[src/rtl/pwm_ms_pkg.sv]
package pwm_ms_pkg;

  typedef struct packed {
    logic set;
    logic clr;
  } pin_evt_t;

  // Level the pin takes for a pair of conditions; reset dominates set.
  function automatic logic resolve_pin(input pin_evt_t ev, input logic act_lvl);
    return (ev.set && !ev.clr) ? act_lvl : !act_lvl;
  endfunction

endpackage

[src/rtl/pwm_master_cnt.sv]
module pwm_master_cnt #(
  parameter int W = 8
) (
  input  logic         clk_i,
  input  logic         rst_i,
  input  logic         tick_i,
  input  logic [W-1:0] period_i,
  output logic         evt_o,
  output logic         irq_o
);
  logic [W-1:0] cnt_q;
  logic         at_zero;

  assign at_zero = (cnt_q == '0);
  assign evt_o   = tick_i && at_zero;

  always_ff @(posedge clk_i) begin
    if (rst_i) begin
      cnt_q <= '0;
      irq_o <= 1'b0;
    end else begin
      irq_o <= evt_o;
      if (tick_i) begin
        cnt_q <= at_zero ? period_i : cnt_q - W'(1);
      end
    end
  end
endmodule

[src/rtl/pwm_slave_cnt.sv]
module pwm_slave_cnt #(
  parameter int W = 8
) (
  input  logic         clk_i,
  input  logic         rst_i,
  input  logic         tick_i,
  input  logic         load_i,
  input  logic [W-1:0] duty_i,
  output logic         clr_o
);
  logic [W-1:0] cnt_q;
  logic         arm_q;

  // Expiry is tested on the old count, so it may share a tick with a reload.
  assign clr_o = tick_i && arm_q && (cnt_q == '0);

  always_ff @(posedge clk_i) begin
    if (rst_i) begin
      cnt_q <= '0;
      arm_q <= 1'b0;
    end else if (tick_i) begin
      if (load_i) begin
        cnt_q <= duty_i;
        arm_q <= 1'b1;
      end else if (arm_q) begin
        if (cnt_q == '0) begin
          arm_q <= 1'b0;
        end else begin
          cnt_q <= cnt_q - W'(1);
        end
      end
    end
  end
endmodule

[src/rtl/pwm_out_stage.sv]
module pwm_out_stage
  import pwm_ms_pkg::*;
(
  input  logic clk_i,
  input  logic rst_i,
  input  logic tick_i,
  input  logic mst_evt_i,
  input  logic clr_i,
  input  logic act_lvl_i,
  input  logic out_en_i,
  output logic set_o,
  output logic pin_o
);
  logic     set_dly_q;
  pin_evt_t ev;

  assign set_o  = tick_i && set_dly_q;
  assign ev.set = set_o;
  assign ev.clr = clr_i;

  always_ff @(posedge clk_i) begin
    if (rst_i) begin
      set_dly_q <= 1'b0;
      pin_o     <= !act_lvl_i;
    end else begin
      if (tick_i) begin
        set_dly_q <= mst_evt_i;
      end
      if (out_en_i && (ev.set || ev.clr)) begin
        pin_o <= resolve_pin(ev, act_lvl_i);
      end
    end
  end
endmodule

[src/rtl/pwm_ms_ctrl.sv]
module pwm_ms_ctrl #(
  parameter int W = 8
) (
  input  logic         clk_i,
  input  logic         rst_i,
  input  logic         cnt_en_i,
  input  logic         run_i,
  input  logic [W-1:0] period_i,
  input  logic [W-1:0] duty_i,
  input  logic         act_lvl_i,
  input  logic         out_en_i,
  output logic         pwm_o,
  output logic         mst_irq_o
);
  logic tick;
  logic mst_evt;
  logic set_evt;
  logic clr_evt;

  assign tick = run_i && cnt_en_i;

  pwm_master_cnt #(.W(W)) u_master (
    .clk_i    (clk_i),
    .rst_i    (rst_i),
    .tick_i   (tick),
    .period_i (period_i),
    .evt_o    (mst_evt),
    .irq_o    (mst_irq_o)
  );

  pwm_slave_cnt #(.W(W)) u_slave (
    .clk_i  (clk_i),
    .rst_i  (rst_i),
    .tick_i (tick),
    .load_i (mst_evt),
    .duty_i (duty_i),
    .clr_o  (clr_evt)
  );

  pwm_out_stage u_out (
    .clk_i     (clk_i),
    .rst_i     (rst_i),
    .tick_i    (tick),
    .mst_evt_i (mst_evt),
    .clr_i     (clr_evt),
    .act_lvl_i (act_lvl_i),
    .out_en_i  (out_en_i),
    .set_o     (set_evt),
    .pin_o     (pwm_o)
  );
endmodule

[config.mk]
export PLATFORM = sky130hd
export DESIGN_NAME = pwm_ms_ctrl
export DESIGN_NICKNAME = d
export VERILOG_FILES = /design/src/rtl/pwm_ms_pkg.sv /design/src/rtl/pwm_master_cnt.sv /design/src/rtl/pwm_slave_cnt.sv /design/src/rtl/pwm_out_stage.sv /design/src/rtl/pwm_ms_ctrl.sv
export SDC_FILE = /design/constraint.sdc
export NUM_CORES = 1
export LEC_CHECK = 0
export ABC_AREA = 1
export BUFFER_PORTS_ARGS = -buffer_cell sky130_fd_sc_hd__buf_2
export CAP_MARGIN = 10
export CORE_MARGIN = 3
export CORE_UTILIZATION = 25
export DETAILED_ROUTE_END_ITERATION = 6
export GPL_TIMING_DRIVEN = 0
export SKIP_LAST_GASP = 1
export SLEW_MARGIN = 20
export SYNTH_ARGS = -nofsm -noshare
export SYNTH_HDL_FRONTEND = slang
export SYNTH_HIERARCHICAL = 1
export SYNTH_SLANG_ARGS = --single-unit
[constraint.sdc]
create_clock -name clk_i -period 4.8 [get_ports clk_i]
set_input_delay 0.72 -clock clk_i [delete_from_list [all_inputs] [get_ports clk_i]]
set_output_delay 0.72 -clock clk_i [all_outputs]
set_load 0.005 [all_outputs]
==> results.cfg <==
[outcome]
status = completed

[cells_and_area]
area_of_the_multi_input_gates_um2 = 767.0
filler_instances = 615
finish.utilization = 0.3101
mostFrequentLayoutCells = 48 x nand2_1, 36 x inv_1, 25 x nor2_1
final_layout_size_suffix_gt1_frac = 0.2016
synthToLayoutAreaGrowth_pct = 18.13
seq_area_um2 = 410.4
layout.nets = 270
layout.cells.most_common = nand2_1
insertedDiodeCount = 0

[logic_synthesis]
syn-cell-area_mm2 = 0.001366
syn_inst = 216
synthTopCellsByArea = dfxtp_1 28%, nand2_1 13%, inv_1 9.9%
synthesis.nets = 242
synth_seq_cells = 20
synth_largest_area_cell = dfxtp_1
synth_cell_types = 28
synth_area_per_cell_um2 = 6.326
netlist.area_leader.share = 0.2784
warnings_synthesis = 6
synth_sequential_area_ratio = 0.3004

[grt]
grt_pass1_vias = 1233
antenna_found_initial = 0
gr-total-overflow = 0
grt_pass1_wl_um = 5361
grt.total_usage = 0.1042
largest_net_degree_at_the_start_of_global_routing = 13

[worst_setup_path]
start_kind = primary input
timing_worst_setup_path_type = primary input to flip-flop
critPathRequiredTime_ns = 4.94
critPathMaxFanout = 10
critPathArrivalTime_ns = 2.08
setup.worst_path.end_class = flip-flop
reg2reg_setup_slack_ns = 2.94

[placement]
port_buffers = 23
pre_cts_slack_ns = 2.553
weighted_congestion_at_the_end_of_routability_driven_global_placement = 0.7986
dpl.hpwl_um = 2293

[floorplanning]
floorplan.die.height_um = 79.93
ioPinCount = 24
die-width_um = 79.93
fp.dieArea_mm2 = 0.006388
fp-row-count = 26
core_mm2 = 0.005205
initial_utilization = 0.2625

[timing]
count_of_final_hold_check_violations = 0
period_minus_slack_ns = 1.939
skew_ns = 0.007538
rsz0062_at_grt = false
finalMaxSlewViolations = 0
fin_tns_setup_ns = 0
worst_slack_ns = 2.861
timing.fmax_mhz = 515.8
min_period_over_period = 0.4039
worst_slew_pin_slew_ns = 0.2886
setup_viol = 0
whs_ns = 0.4737
slew_margin_rel = 0.8074

[detailed_routing]
ant_nets = 0
routed-via-count = 1330
drtPass1Iterations = 4
dr.first_iter.drc_count = 50
drcViolationCount = 0
detail_route.vias_per_cell = 4.249
route.detailed.wl_per_inst_um = 9.639
totalWireLength_um = 3017

[power]
ir_worst_vdd_mv = 0.1184
total_power_w = 0.0004958
pwr_density_cell_mw_per_mm2 = 307.2
power_leakage_nw = 0.7980

[cts]
cts.hold.buffers_added = 0
cts_resized = 0
cts-root-buf = clkbuf_8
cts_made_buffers = 3
clock-sinks = 20
cts_post_setup_buffers_inserted = 0
htree_num_levels = 1
clock_pin_slew_of_the_registers_on_the_worst_case_setup_and_hold_paths_ns = 0.08
cts_tree = done
cts_max_path_buffers = 2
clkLatencyLatePin_ns = 0.26

[hold_path]
worst_hold_path_type = flip-flop to flip-flop

[job]
drv_cap = 0
==> worst max-delay path: stages <==
cell     delay, ns
buf_2         0.07
nand2_1       0.06
inv_1         0.23
nand2_1       0.14
inv_1         0.11
buf_2         0.20
inv_2         0.11
or2_2         0.30
nand3_1       0.08
a21oi_1       0.06
==> metrics by stage <==
stage	area, um^2	cells
final	1614	313
after floorplan	1366	216
after detailed placement	1569	309
after CTS	1614	313
after global routing	1614	313
after global placement	1569	309
==> cells by family (layout without fill, tap and decap cells) <==
logic type | Yosys count | count (layout) | share of synthesized area
DFF | 20 | 20 | 0.3004
adders and majority gates | 4 | 4 | 0.03663
muxes | 1 | 1 | 0.007326
xor gates and xnor gates | 1 | 1 | 0.006411
AOI/OAI and AO/OA | 28 | 28 | 0.1136
and+or+nand+nor | 118 | 118 | 0.3974
buffers and inverters | 44 | 71 | 0.1383
==> registers in the layout, indices dropped and copies added, names as in the netlist <==
name	count
u_out/pin_o	1
u_out/set_dly_q	1
u_slave/cnt_q	8
u_slave/arm_q	1
u_master/cnt_q	8
u_master/irq_o	1
==> Yosys cell counts, drive strengths merged <==
library cell  instances
a21oi                11
and3                  1
buf                   4
clkinv                2
dfxtp                19
edfxtp                1
ha                    4
inv                  38
mux2i                 1
nand2                54
nand3                25
nand4                 4
nor2                 31
nor3                  1
o211ai                1
o21ai                14
o21bai                1
o31ai                 1
or2                   2
xor2                  1
==> area by class of cell <==
class,instances,area share
Tap cell,70,0.05426
Multi-Input combinational cell,152,0.4752
Sequential cell,20,0.2543
Timing Repair Buffer,23,0.07132
Inverter,40,0.09302
Buffer,4,0.02403
Clock buffer,4,0.02791
==> final timing paths <==
path	to	cells after the start	from
worst max-delay path	u_slave/cnt_q[6]	10	run_i
worst min register to register	u_out/set_dly_q	2	u_out/set_dly_q
worst min-delay path	u_out/set_dly_q	2	u_out/set_dly_q
worst max register to register	u_slave/cnt_q[6]	11	u_master/cnt_q[0]
==> per-layer routing <==
metal,share of wire,GRT usage
met1,0.50,0.1351
met2,0.46,0.1705
met3,0.036,0.01693
met4,0.010,0.04223
met5,0,0
==> power breakdown <==
group          total [W]  switching [W]  internal, W
logic           0.000183       0.000110    0.0000738
clock network   0.000115      0.0000557    0.0000591
registers       0.000198      0.0000150     0.000183
total           0.000496       0.000180     0.000315
No activity file was read; power rests on OpenSTA's default activity.
